==> config.mk <==
export PLATFORM = sky130hd
export DESIGN_NAME = casc_irq_ctrl
export DESIGN_NICKNAME = d
export VERILOG_FILES = /design/src/rtl/pic_pkg.sv /design/src/rtl/pic_port_map.sv /design/src/rtl/pic_unit.sv /design/src/rtl/pic_ack_path.sv /design/src/rtl/casc_irq_ctrl.sv
export SDC_FILE = /design/constraint.sdc
export NUM_CORES = 1
export LEC_CHECK = 0
export BUFFER_PORTS_ARGS = -buffer_cell sky130_fd_sc_hd__buf_2
export CORE_AREA = 2 2 120 122
export CTS_BUF_LIST = sky130_fd_sc_hd__clkbuf_8
export CTS_CLUSTER_SIZE = 24
export DETAILED_ROUTE_END_ITERATION = 10
export DIE_AREA = 0 0 122 124
export PLACE_DENSITY = 0.77
export SLEW_MARGIN = 20
export SYNTH_ARGS = -nofsm -noshare
export SYNTH_HDL_FRONTEND = slang
export SYNTH_SLANG_ARGS = --single-unit
==> constraint.sdc <==
create_clock -name clk -period 3.5 [get_ports clk]
set_input_delay 0.35 -clock clk [delete_from_list [all_inputs] [get_ports clk]]
set_output_delay 0.35 -clock clk [all_outputs]
set_load 0.01 [all_outputs]
==> src/rtl/pic_pkg.sv <==
package pic_pkg;
  localparam int PIC_LINES = 8;
  localparam int PIC_IDX_W = $clog2(PIC_LINES);

  typedef logic [PIC_LINES-1:0] line_vec_t;
  typedef logic [PIC_IDX_W-1:0] line_idx_t;

  // write strobes steered to one controller
  typedef struct packed {
    logic cmd_wr;
    logic dat_wr;
    logic trg_wr;
  } wr_sel_t;

  // read selects steered to one controller
  typedef struct packed {
    logic cmd_rd;
    logic dat_rd;
    logic trg_rd;
  } rd_sel_t;

  typedef enum logic [1:0] {
    SEQ_RUN,
    SEQ_BASE,
    SEQ_CASC,
    SEQ_MODE
  } init_seq_t;

  // index of the lowest set bit; 0 when none are set
  function automatic line_idx_t lowest_set(input line_vec_t v);
    line_idx_t r;
    r = '0;
    for (int i = PIC_LINES - 1; i >= 0; i--) begin
      if (v[i]) r = line_idx_t'(i);
    end
    return r;
  endfunction

  function automatic line_vec_t idx_onehot(input line_idx_t i);
    return line_vec_t'(1) << i;
  endfunction
endpackage

==> src/rtl/pic_port_map.sv <==
module pic_port_map
  import pic_pkg::*;
#(
  parameter int ADDR_W = 16,
  parameter int SIZE_W = 3,
  parameter logic [ADDR_W-1:0] P_CMD_ADDR = 16'h0020,
  parameter logic [ADDR_W-1:0] P_DAT_ADDR = 16'h0021,
  parameter logic [ADDR_W-1:0] S_CMD_ADDR = 16'h00A0,
  parameter logic [ADDR_W-1:0] S_DAT_ADDR = 16'h00A1,
  parameter logic [ADDR_W-1:0] P_TRG_ADDR = 16'h04D0,
  parameter logic [ADDR_W-1:0] S_TRG_ADDR = 16'h04D1
) (
  input  logic [ADDR_W-1:0] io_addr,
  input  logic [SIZE_W-1:0] io_size,
  input  logic              io_wr,
  input  logic              io_rd,
  output wr_sel_t [1:0]     wsel,
  output rd_sel_t [1:0]     rsel,
  output logic              acc_err
);
  localparam int UNITS = 2;

  logic [UNITS-1:0] hit_cmd, hit_dat, hit_trg;
  logic size_ok, any_hit;

  assign hit_cmd = {io_addr == S_CMD_ADDR, io_addr == P_CMD_ADDR};
  assign hit_dat = {io_addr == S_DAT_ADDR, io_addr == P_DAT_ADDR};
  assign hit_trg = {io_addr == S_TRG_ADDR, io_addr == P_TRG_ADDR};

  assign size_ok = (io_size == SIZE_W'(1));
  assign any_hit = |{hit_cmd, hit_dat, hit_trg};
  assign acc_err = (io_wr | io_rd) & any_hit & ~size_ok;

  for (genvar g = 0; g < UNITS; g++) begin : g_sel
    wr_sel_t w;
    rd_sel_t r;
    always_comb begin
      w.cmd_wr = io_wr & size_ok & hit_cmd[g];
      w.dat_wr = io_wr & size_ok & hit_dat[g];
      w.trg_wr = io_wr & size_ok & hit_trg[g];
      r.cmd_rd = io_rd & size_ok & hit_cmd[g];
      r.dat_rd = io_rd & size_ok & hit_dat[g];
      r.trg_rd = io_rd & size_ok & hit_trg[g];
    end
    assign wsel[g] = w;
    assign rsel[g] = r;
  end
endmodule

==> src/rtl/pic_unit.sv <==
module pic_unit
  import pic_pkg::*;
#(
  parameter line_vec_t TRG_MASK = '1
) (
  input  logic      clk,
  input  logic      rst_n,
  input  line_vec_t irq_in,
  input  wr_sel_t   sel,
  input  logic [7:0] wdata,
  input  logic      ack_en,
  input  line_idx_t ack_line,
  output logic      int_out,
  output line_idx_t best_line,
  output logic [7:0] base,
  output logic [7:0] cmd_rdata,
  output line_vec_t imr_o,
  output line_vec_t trg_o
);
  line_vec_t irr, isr, imr, trg, irq_q;
  line_vec_t rise, irr_nx, eoi_clr, ack_set, ack_clr, pend;
  logic [7:0] base_q;
  init_seq_t seq;
  logic want_casc, want_mode, show_isr;
  logic is_init, is_eoi_cmd, is_rsel, eoi_on, eoi_spec;

  // command classification
  assign is_init    = sel.cmd_wr & wdata[4];
  assign is_eoi_cmd = sel.cmd_wr & (wdata[4:3] == 2'b00);
  assign is_rsel    = sel.cmd_wr & (wdata[4:3] == 2'b01);
  assign eoi_on     = is_eoi_cmd & wdata[5] & ~wdata[7];
  assign eoi_spec   = eoi_on & wdata[6];

  always_comb begin
    eoi_clr = '0;
    if (eoi_spec)            eoi_clr = idx_onehot(wdata[PIC_IDX_W-1:0]);
    else if (eoi_on && |isr) eoi_clr = idx_onehot(lowest_set(isr));
  end

  assign ack_set = ack_en ? idx_onehot(ack_line) : '0;
  assign ack_clr = ack_set & ~trg;
  assign rise    = irq_in & ~irq_q;

  // level lines track the pin; edge lines latch rises until acknowledged
  for (genvar i = 0; i < PIC_LINES; i++) begin : g_req
    assign irr_nx[i] = trg[i] ? irq_in[i] : ((irr[i] & ~ack_clr[i]) | rise[i]);
  end

  assign pend      = irr & ~imr;
  assign best_line = lowest_set(pend);
  assign int_out   = (|pend) & (~(|isr) | (lowest_set(pend) < lowest_set(isr)));

  assign base      = base_q;
  assign cmd_rdata = show_isr ? isr : irr;
  assign imr_o     = imr;
  assign trg_o     = trg;

  always_ff @(posedge clk or negedge rst_n) begin
    if (!rst_n) begin
      irq_q     <= '0;
      irr       <= '0;
      isr       <= '0;
      imr       <= '0;
      trg       <= '0;
      base_q    <= '0;
      seq       <= SEQ_RUN;
      want_casc <= 1'b0;
      want_mode <= 1'b0;
      show_isr  <= 1'b0;
    end else begin
      irq_q <= irq_in;
      irr   <= irr_nx;
      if (sel.trg_wr) trg <= wdata & TRG_MASK;
      if (is_init) begin
        isr       <= '0;
        imr       <= '0;
        show_isr  <= 1'b0;
        want_casc <= ~wdata[1];
        want_mode <= wdata[0];
        seq       <= SEQ_BASE;
      end else begin
        isr <= (isr & ~eoi_clr) | ack_set;
        if (is_rsel && wdata[1]) show_isr <= wdata[0];
        if (sel.dat_wr) begin
          unique case (seq)
            SEQ_BASE: begin
              base_q <= wdata;
              seq    <= want_casc ? SEQ_CASC : (want_mode ? SEQ_MODE : SEQ_RUN);
            end
            SEQ_CASC: seq <= want_mode ? SEQ_MODE : SEQ_RUN;
            SEQ_MODE: seq <= SEQ_RUN;
            SEQ_RUN:  imr <= wdata;
          endcase
        end
      end
    end
  end

  AST_TRG_WRITE: assert property (@(posedge clk) disable iff (!rst_n)
    sel.trg_wr |=> (trg_o == ($past(wdata) & TRG_MASK)));

  AST_EDGE_LATCH: assert property (@(posedge clk) disable iff (!rst_n)
    ((irq_in & ~irq_q & ~trg) != '0) |=>
      ((irr & $past(irq_in & ~irq_q & ~trg)) == $past(irq_in & ~irq_q & ~trg)));

  AST_LEVEL_HOLD: assert property (@(posedge clk) disable iff (!rst_n)
    (ack_en && trg[ack_line] && irq_in[ack_line]) |=> irr[$past(ack_line)]);

  AST_SPEC_EOI: assert property (@(posedge clk) disable iff (!rst_n)
    (sel.cmd_wr && wdata[7:3] == 5'b01100 && !ack_en) |=> !isr[$past(wdata[2:0])]);

  AST_INIT_CLEAR: assert property (@(posedge clk) disable iff (!rst_n)
    (sel.cmd_wr && wdata[4]) |=> (isr == '0 && imr_o == '0));
endmodule

==> src/rtl/pic_ack_path.sv <==
module pic_ack_path
  import pic_pkg::*;
#(
  parameter int VEC_W     = 8,
  parameter int CASC_LINE = 2
) (
  input  logic             clk,
  input  logic             rst_n,
  input  logic             ack_valid,
  output logic             ack_ready,
  output logic             vec_valid,
  input  logic             vec_ready,
  output logic [VEC_W-1:0] vec,
  input  logic             p_int,
  input  line_idx_t        p_line,
  input  logic [VEC_W-1:0] p_base,
  input  logic             s_int,
  input  line_idx_t        s_line,
  input  logic [VEC_W-1:0] s_base,
  output logic             p_ack,
  output line_idx_t        p_ack_line,
  output logic             s_ack,
  output line_idx_t        s_ack_line
);
  localparam line_idx_t CASC = line_idx_t'(CASC_LINE);
  localparam line_idx_t SPUR = '1;

  logic vld_q, fire, to_sec;
  logic [VEC_W-1:0] vec_q, vec_nx;

  assign ack_ready  = ~vld_q;
  assign fire       = ack_valid & ~vld_q;
  assign to_sec     = p_int & (p_line == CASC);
  assign p_ack      = fire & p_int;
  assign p_ack_line = p_line;
  assign s_ack      = fire & to_sec & s_int;
  assign s_ack_line = s_line;

  always_comb begin
    if (!p_int)      vec_nx = p_base + VEC_W'(SPUR);
    else if (!to_sec) vec_nx = p_base + VEC_W'(p_line);
    else if (s_int)  vec_nx = s_base + VEC_W'(s_line);
    else             vec_nx = s_base + VEC_W'(SPUR);
  end

  always_ff @(posedge clk or negedge rst_n) begin
    if (!rst_n) begin
      vld_q <= 1'b0;
      vec_q <= '0;
    end else begin
      vld_q <= fire | (vld_q & ~vec_ready);
      if (fire) vec_q <= vec_nx;
    end
  end

  assign vec_valid = vld_q;
  assign vec       = vec_q;

  AST_VEC_HOLD: assert property (@(posedge clk) disable iff (!rst_n)
    (vec_valid && !vec_ready) |=> (vec_valid && $stable(vec)));

  AST_ACK_TO_VEC: assert property (@(posedge clk) disable iff (!rst_n)
    (ack_valid && ack_ready) |=> vec_valid);
endmodule

==> src/rtl/casc_irq_ctrl.sv <==
module casc_irq_ctrl
  import pic_pkg::*;
#(
  parameter int ADDR_W = 16,
  parameter int SIZE_W = 3,
  parameter int VEC_W  = 8,
  parameter int CASC_LINE = 2,
  parameter line_vec_t P_TRG_MASK = 8'hF8,
  parameter line_vec_t S_TRG_MASK = 8'hDE
) (
  input  logic                   clk,
  input  logic                   rst_n,
  input  logic [2*PIC_LINES-1:0] irq,
  input  logic [ADDR_W-1:0]      io_addr,
  input  logic [SIZE_W-1:0]      io_size,
  input  logic                   io_wr,
  input  logic                   io_rd,
  input  logic [7:0]             io_wdata,
  output logic [7:0]             io_rdata,
  output logic                   io_err,
  output logic                   intr,
  input  logic                   ack_valid,
  output logic                   ack_ready,
  output logic                   vec_valid,
  input  logic                   vec_ready,
  output logic [VEC_W-1:0]       vec
);
  localparam int UNITS = 2;

  wr_sel_t   [UNITS-1:0] wsel;
  rd_sel_t   [UNITS-1:0] rsel;
  logic      [UNITS-1:0] u_int;
  line_idx_t [UNITS-1:0] u_best;
  logic [UNITS-1:0][7:0] u_base;
  logic [UNITS-1:0][7:0] u_cmd_rd;
  line_vec_t [UNITS-1:0] u_imr;
  line_vec_t [UNITS-1:0] u_trg;
  line_vec_t p_irq, s_irq;
  logic      p_ack, s_ack;
  line_idx_t p_ack_line, s_ack_line;

  pic_port_map #(.ADDR_W(ADDR_W), .SIZE_W(SIZE_W)) u_map (
    .io_addr (io_addr),
    .io_size (io_size),
    .io_wr   (io_wr),
    .io_rd   (io_rd),
    .wsel    (wsel),
    .rsel    (rsel),
    .acc_err (io_err)
  );

  // secondary interrupt feeds the cascade line of the primary
  assign p_irq = irq[PIC_LINES-1:0] | (line_vec_t'(u_int[1]) << CASC_LINE);
  assign s_irq = irq[2*PIC_LINES-1:PIC_LINES];

  for (genvar g = 0; g < UNITS; g++) begin : g_unit
    localparam line_vec_t UMASK = (g == 0) ? P_TRG_MASK : S_TRG_MASK;
    pic_unit #(.TRG_MASK(UMASK)) u_pic (
      .clk       (clk),
      .rst_n     (rst_n),
      .irq_in    ((g == 0) ? p_irq : s_irq),
      .sel       (wsel[g]),
      .wdata     (io_wdata),
      .ack_en    ((g == 0) ? p_ack : s_ack),
      .ack_line  ((g == 0) ? p_ack_line : s_ack_line),
      .int_out   (u_int[g]),
      .best_line (u_best[g]),
      .base      (u_base[g]),
      .cmd_rdata (u_cmd_rd[g]),
      .imr_o     (u_imr[g]),
      .trg_o     (u_trg[g])
    );
  end

  pic_ack_path #(.VEC_W(VEC_W), .CASC_LINE(CASC_LINE)) u_ack (
    .clk        (clk),
    .rst_n      (rst_n),
    .ack_valid  (ack_valid),
    .ack_ready  (ack_ready),
    .vec_valid  (vec_valid),
    .vec_ready  (vec_ready),
    .vec        (vec),
    .p_int      (u_int[0]),
    .p_line     (u_best[0]),
    .p_base     (VEC_W'(u_base[0])),
    .s_int      (u_int[1]),
    .s_line     (u_best[1]),
    .s_base     (VEC_W'(u_base[1])),
    .p_ack      (p_ack),
    .p_ack_line (p_ack_line),
    .s_ack      (s_ack),
    .s_ack_line (s_ack_line)
  );

  assign intr = u_int[0];

  always_comb begin
    io_rdata = '0;
    for (int g = 0; g < UNITS; g++) begin
      if (rsel[g].cmd_rd) io_rdata = u_cmd_rd[g];
      if (rsel[g].dat_rd) io_rdata = u_imr[g];
      if (rsel[g].trg_rd) io_rdata = u_trg[g];
    end
  end

  AST_BAD_SIZE_SILENT: assert property (@(posedge clk) disable iff (!rst_n)
    io_err |-> (io_rdata == '0));
endmodule

; ---- After elaboration in Yosys (flattened, before gate mapping)
; Index checks and enable logic that the tools add are counted.
[totals]
ff_bits = 110
in_bits = 49
output_inout_bits = 20
wordCells = 276
[classes]
add_sub_neg = 4
order_cmp = 2
n_eq_ne = 15
shifts = 5
muxes = 86
bitwise = 116
reduce_logical = 26
[op_table]
columns = operator, n
row1 = $mux 8, 25
row2 = $mux 3, 36
row3 = $and 8x8->8, 8
row4 = $not 8->8, 8
row5 = $and 1x1->1, 52
row6 = $shl 1x3->8 const A, 5
row7 = $eq 16x11->1 const B, 2
row8 = $eq 16x6->1 const B, 2
row9 = $eq 16x8->1 const B, 2
row10 = $reduce_or 8->1, 4
row11 = $not 1->1, 25
row12 = $or 1x1->1, 20
row13 = $add 8x3->8, 2
row14 = $add 8x3->8 const B, 2
row15 = $mux 2, 8
row16 = $or 8x8->8, 2
row17 = $mux 1, 15
row18 = $pmux 2 s3, 2
row19 = $reduce_bool 2->1, 6
row20 = $eq 2x2->1 const B, 4
row21 = $or 8x3->8, 1
row22 = $reduce_and 2->1, 4
row23 = $reduce_bool 4->1, 2
row24 = $eq 2x1->1 const B, 3
row25 = 7 further kinds, 14

; ---- Longest topological paths before layout
[depth]
word_depth = 22
ltp_mapped = 19
ltp_nobuf = 19

; ---- Cells and area by module
; From an unflattened synthesis, not the netlist that was laid out.
[hier_totals]
hier_cells = 718
area_unflattened_um2 = 6766.5
[by_module_without_submodules]
columns = mod, instances, cells_each, area_per_inst_um2, seq_area_each_um2
row1 = pic_unit at g_unit[1].u_pic, 1, 256, 2557.5, 1276.2
row2 = pic_unit at g_unit[0].u_pic, 1, 255, 2521.2, 1251.2
row3 = pic_ack_path, 1, 120, 1037.2, 225.2
row4 = casc_irq_ctrl, 1, 53, 447.9, 0.0
row5 = pic_port_map, 1, 34, 202.7, 0.0

; ---- Least setup slack after synthesis
; No wires, ideal clock.
[synth_timing]
path_kind = flip-flop to flip-flop
start = register g_unit[1].u_pic.irr[0]
end = register u_ack.vec_q[3], in the netlist u_ack.vec[3]
setup_time_ns = 0.134
t_arrival_ns = 3.628
required_time_ns = 3.366
setup_slack_ns = -0.263
stages_incl_launch_ff = 18
path_cell_list = dfrtp_1 -> nor2b_1 -> nand2b_1 -> nor3_1 -> nand2b_1 -> inv_1 -> ha_1 -> o21a_1 -> o22a_1 -> o31ai_1 -> a21boi_0 -> nand2b_1 -> ha_1 -> a211oi_1 -> nor2_1 -> xor2_1 -> a2111oi_0 -> o31ai_1
[synth_via]
elab_chain_cells = 8
[synth_rtl]
columns = item, line
row1 = start: declaration, pic_unit.sv:20  ; line_vec_t irr, isr, imr, trg, irq_q;
row2 = start signal: assignment, pic_unit.sv:72  ; irr <= irr_nx;
row3 = $and 8x8->8 *, pic_unit.sv:49  ; assign pend = irr & ~imr;
row4 = branches (longest 4 deep; another with $add 8x3->8), --
row5 = $mux 8 *, pic_ack_path.sv:42  ; else if (s_int) vec_nx = s_base + VEC_W'(s_line);
row6 = $mux 8 *, pic_ack_path.sv:41  ; else if (!to_sec) vec_nx = p_base + VEC_W'(p_line);
row7 = $mux 8 *, pic_ack_path.sv:40  ; if (!p_int) vec_nx = p_base + VEC_W'(SPUR);
row8 = end signal: assignment, pic_ack_path.sv:52  ; if (fire) vec_q <= vec_nx;
row9 = end: declaration, pic_ack_path.sv:29  ; logic [VEC_W-1:0] vec_q, vec_nx;
; Mark *: on every way between the ends.
; A chain may end at the register's enable or synchronous reset.

; ---- Worst setup path in the final report
[layout_timing]
start = register g_unit[1].u_pic.imr[5]
end = register u_ack.vec_q[5], in the netlist u_ack.vec[5]
[layout_via]
elab_chain_cells = 14
[layout_rtl]
columns = item, line
row1 = start: declaration, pic_unit.sv:20
row2 = start signal: assignment, pic_unit.sv:92  ; SEQ_RUN: imr <= wdata;
row3 = $not 8->8 *, pic_unit.sv:49
row4 = $and 8x8->8 *, pic_unit.sv:49
row5 = branches (longest 9 deep; another with $add 8x3->8), --
row6 = $mux 8 *, pic_ack_path.sv:42
row7 = $mux 8 *, pic_ack_path.sv:41
row8 = $mux 8 *, pic_ack_path.sv:40
; Marked as above.

==> flow_summary.toml <==
[worst_setup_path]
crit-reg2reg-capture = "u_ack.vec[5]$_DFFE_PN0P_"
r2r_path_start = "g_unit[1].u_pic.imr_o[5]$_DFFE_PN0P_"
crit_path_top_delay_cell = "dfrtp_1"
timing.critical_path.fanout_max = 3
path_delay_family = "compound AO/OA/AOI/OAI gates"
worst-setup-path-type = "register to register"
timing.critical_path.from_type = "register"
path_depth = 19
critical_path_buf_inv_count = 2
worstSetupStartpoint = "g_unit[1].u_pic.imr_o[5]$_DFFE_PN0P_"
worst_r2r_path_depth = 19
worst-endpoint-required_ps = 3760
end_kind = "register"
r2r_slack_ps = -160
timing.critical_path.arrival_ps = 3920
crit_path_max_incr_delay_ps = 350
critical_path_cell_by_cell = "nand2b_1 > nand2_2 > nor3_2 > nand2b_4 > inv_4 > ha_4 > nor3_4 > o21ai_2 > o31ai_2 > a21boi_4 > nand2b_1 > ha_1 > a211oi_2 > buf_4 > nor3_1 > xnor2_1 > nand2_1 > o2111ai_1 > a31oi_1"
cp_common_cell = "nand2b_1"

[timing]
layout_setup_ws_ps = -160
finalWorstPathRequiredPeriod_ps = 3660
fin_skew_ps = 14.5
report.final.hold_viol_count = 0
final_number_of_setup_violating_endpoints = 5
rsz0062_at_grt = "yes"
final_max_slew_viol_count = 0
worst_slew_pin_slew_ps = 939
timing.final.crit_share = 1.05
maxClockFrequency_ghz = 0.273
relSlewSlack = 0.372
final.setup.tns_ps = -529

[detailed_routing]
drt_iter0_markers = 616
vias = 6314
totalWireLength_um = 20400
top_layer_used = "met4"
wirelength_met1_um = 8360
wire_per_inst_um = 20.0
remaining_drc_errors = 0
dr_wl_met3_um = 1940
dr_wl_met2_um = 9360
drt-vias-per-instance = 6.17
drt_pre_antenna_iters = 6
ant_nets = 0

[finish]
fillerInstances = 1242
layout.cells.most_common = "dfrtp_1"
area_growth_syn_to_layout_pct = 18.3
most_used_cells_in_the_layout_excluding_fill_and_tap_cells = "dfrtp_1 (110), nand2_1 (84), o21ai_0 (71)"
final_area_sq_um = 7890
drive_above_1_share = 0.252
num-nets-final = 901
antenna_cells = 0

[worst_hold_path]
worst_hold_path.endpoint = "g_unit[0].u_pic.irq_q[4]$_DFF_PN0_"
hold_depth = 1
min-delay-path-class = "input pin to register"
timing.hold.worst.start = "irq[4]"

[place]
dpl.hpwl_um = 15300
post_dp_cell_area_sq_um = 7530
weighted_congestion_reported_at_the_end_of_routability_driven_placement = 0.952
placement.io_buffers = 68

[global_routing]
grt_remaining_overflow = 0
grt_pass1_vias = 5873
grt_max_degree = 46
antenna_found_initial = 0
grt_first_pass_wirelength_um = 31700
grtUsageTotal = 0.279

[logic_synthesis]
netlist_area_sq_um = 6670
synth_enable_flop_cells = 0
mappedNetlistNets = 798
synth_ff_type = "dfrtp_1"
synthDistinctLibCells = 74
syn-instance-count = 736
ys_seq_area_frac = 0.413
synthArstFlopShare = 1.00
syn_avg_cell_area_sq_um = 9.06
ys.warnings.count = 0
synthDominantAreaCellType = "dfrtp_1"
synth.area.top_cells = "dfrtp_1 (41%), o21ai_0 (5.3%), nand2_1 (4.8%)"
synth-seq-cells = 110
synthDominantCellAreaShare = 0.413

[power]
power_density_nw_per_um2 = 311
p_leak_nw = 3.58
power.total_mw = 2.46
vdd_drop_max_uv = 281

[clock_network]
cts_root_buf = "clkbuf_8"
numCtsBuffers = 9
cts_tree = "done"
clk_pin_slew_ps = 100
cts_htree_levels = 3
clock_sink_count = 110
clk-insertion-delay-late_ps = 400
clock_path_buffers = 2

[flow_run]
drv_cap = 0

[floorplanning]
die_y_um = 124
pin_count = 69
placementRows = 43
dieArea_sq_um = 15100
die_w_um = 122
fp.coreArea_sq_um = 13700
initial_utilization = 0.486

[outcome]
status = "finished, violations left"
violations = "negative setup slack"
## worst reg2reg max path: cells and delay by family (launching register included)
kind,cells,cell delay (ps)
adder cells (fa/ha/maj),2,490
AND/OR/NAND/NOR,8,1110
AO/OA/AOI/OAI,6,1230
XOR/XNOR,1,150
buffers and inverters,2,220
flip-flops,1,350
## report_power, final
group          switching, mW  internal, mW  leakage (nW)
Combinational          0.182         0.147          2.10
Sequential            0.0690          1.31          1.38
Clock                  0.442         0.313        0.0972
Total                  0.692          1.76          3.58
## sequential cells by signal (all words and copies together), names as in the netlist, 4 cells and up
name	flops
g_unit.u_pic.trg_o	11
g_unit.u_pic.seq	4
g_unit.u_pic.isr	16
u_ack.vec	8
g_unit.u_pic.imr_o	16
g_unit.u_pic.base	16
g_unit.u_pic.irq_q	16
g_unit.u_pic.irr	16
## worst max-delay path by stage
stage,endpoint
5_1_grt,u_ack.vec[5]$_DFFE_PN0P_
6_report,u_ack.vec[5]$_DFFE_PN0P_
2_1_floorplan,u_ack.vec[4]$_DFFE_PN0P_
3_5_place_dp,u_ack.vec[4]$_DFFE_PN0P_
3_3_place_gp,u_ack.vec[4]$_DFFE_PN0P_
4_1_cts,u_ack.vec[4]$_DFFE_PN0P_
## routing by layer
layer,GRT usage,up-vias
li1,-,2872
met1,0.378,3055
met2,0.435,315
met3,0.0554,72
met4,0.129,0
met5,0,-
## cell usage after synthesis, types with 4 or more instances
master	count
a2111oi_0	4
a211oi_1	7
a21o_1	4
a21oi_1	27
a22o_1	4
a31oi_1	9
a32oi_1	7
and3_1	4
buf_2	4
clkbuf_1	24
dfrtp_1	110
ha_1	11
inv_1	40
mux2_2	28
mux2i_1	11
nand2_1	86
nand2b_1	25
nand3_1	20
nand4_1	7
nor2_1	45
nor2b_1	25
nor3_1	21
nor4_1	12
o21a_1	6
o21ai_0	71
o21ai_1	5
o22ai_1	8
o31ai_1	17
or3_1	12
or4_1	5
xnor2_1	6
xor2_1	10
## logic make-up (layout without fill, tap and decap cells)
family,after synthesis,in the layout,share of synthesized area
buffers and inverters,70,178,0.0401
muxes,41,41,0.0705
adders and majority gates,13,13,0.0266
DFF,110,110,0.413
and+or+nand+nor,287,287,0.232
AOI/OAI and AO/OA,199,199,0.197
xor gates and xnor gates,16,16,0.0210
## cell type report
cell class | count | area [sq um] | area share
Multi-Input combinational cell | 556 | 3820 | 0.484
Sequential cell | 110 | 2750 | 0.349
Timing Repair Buffer | 121 | 747 | 0.0947
Tap cell | 180 | 225 | 0.0285
Clock buffer | 12 | 165 | 0.0209
Inverter | 41 | 156 | 0.0198
Clock inverter | 4 | 22.5 | 0.00285
## through the flow
step / std cells / setup slack (ps) / util / hold WS [ps]
CTS: 1023 / -13.2 / 0.568 / 50.1
global route: 1024 / -342 / 0.575 / 47.9
detailed placement: 1005 / -240 / 0.549 / 385
finish: 1024 / -160 / 0.575 / 64.4
floorplan: 736 / 16.3 / - / 54.4
global placement: 1005 / -133 / 0.549 / 386
## repair_timing
item | in CTS | in global routing
hold endpoints to repair | 42 | 0
pin swaps | 1 | 17
buffers inserted | 1 | 1
gates resized for setup | 14 | 19
hold buffers | 1 | 0
setup endpoints to repair | 8 | 8
No activity file was read; power rests on OpenSTA's default activity.
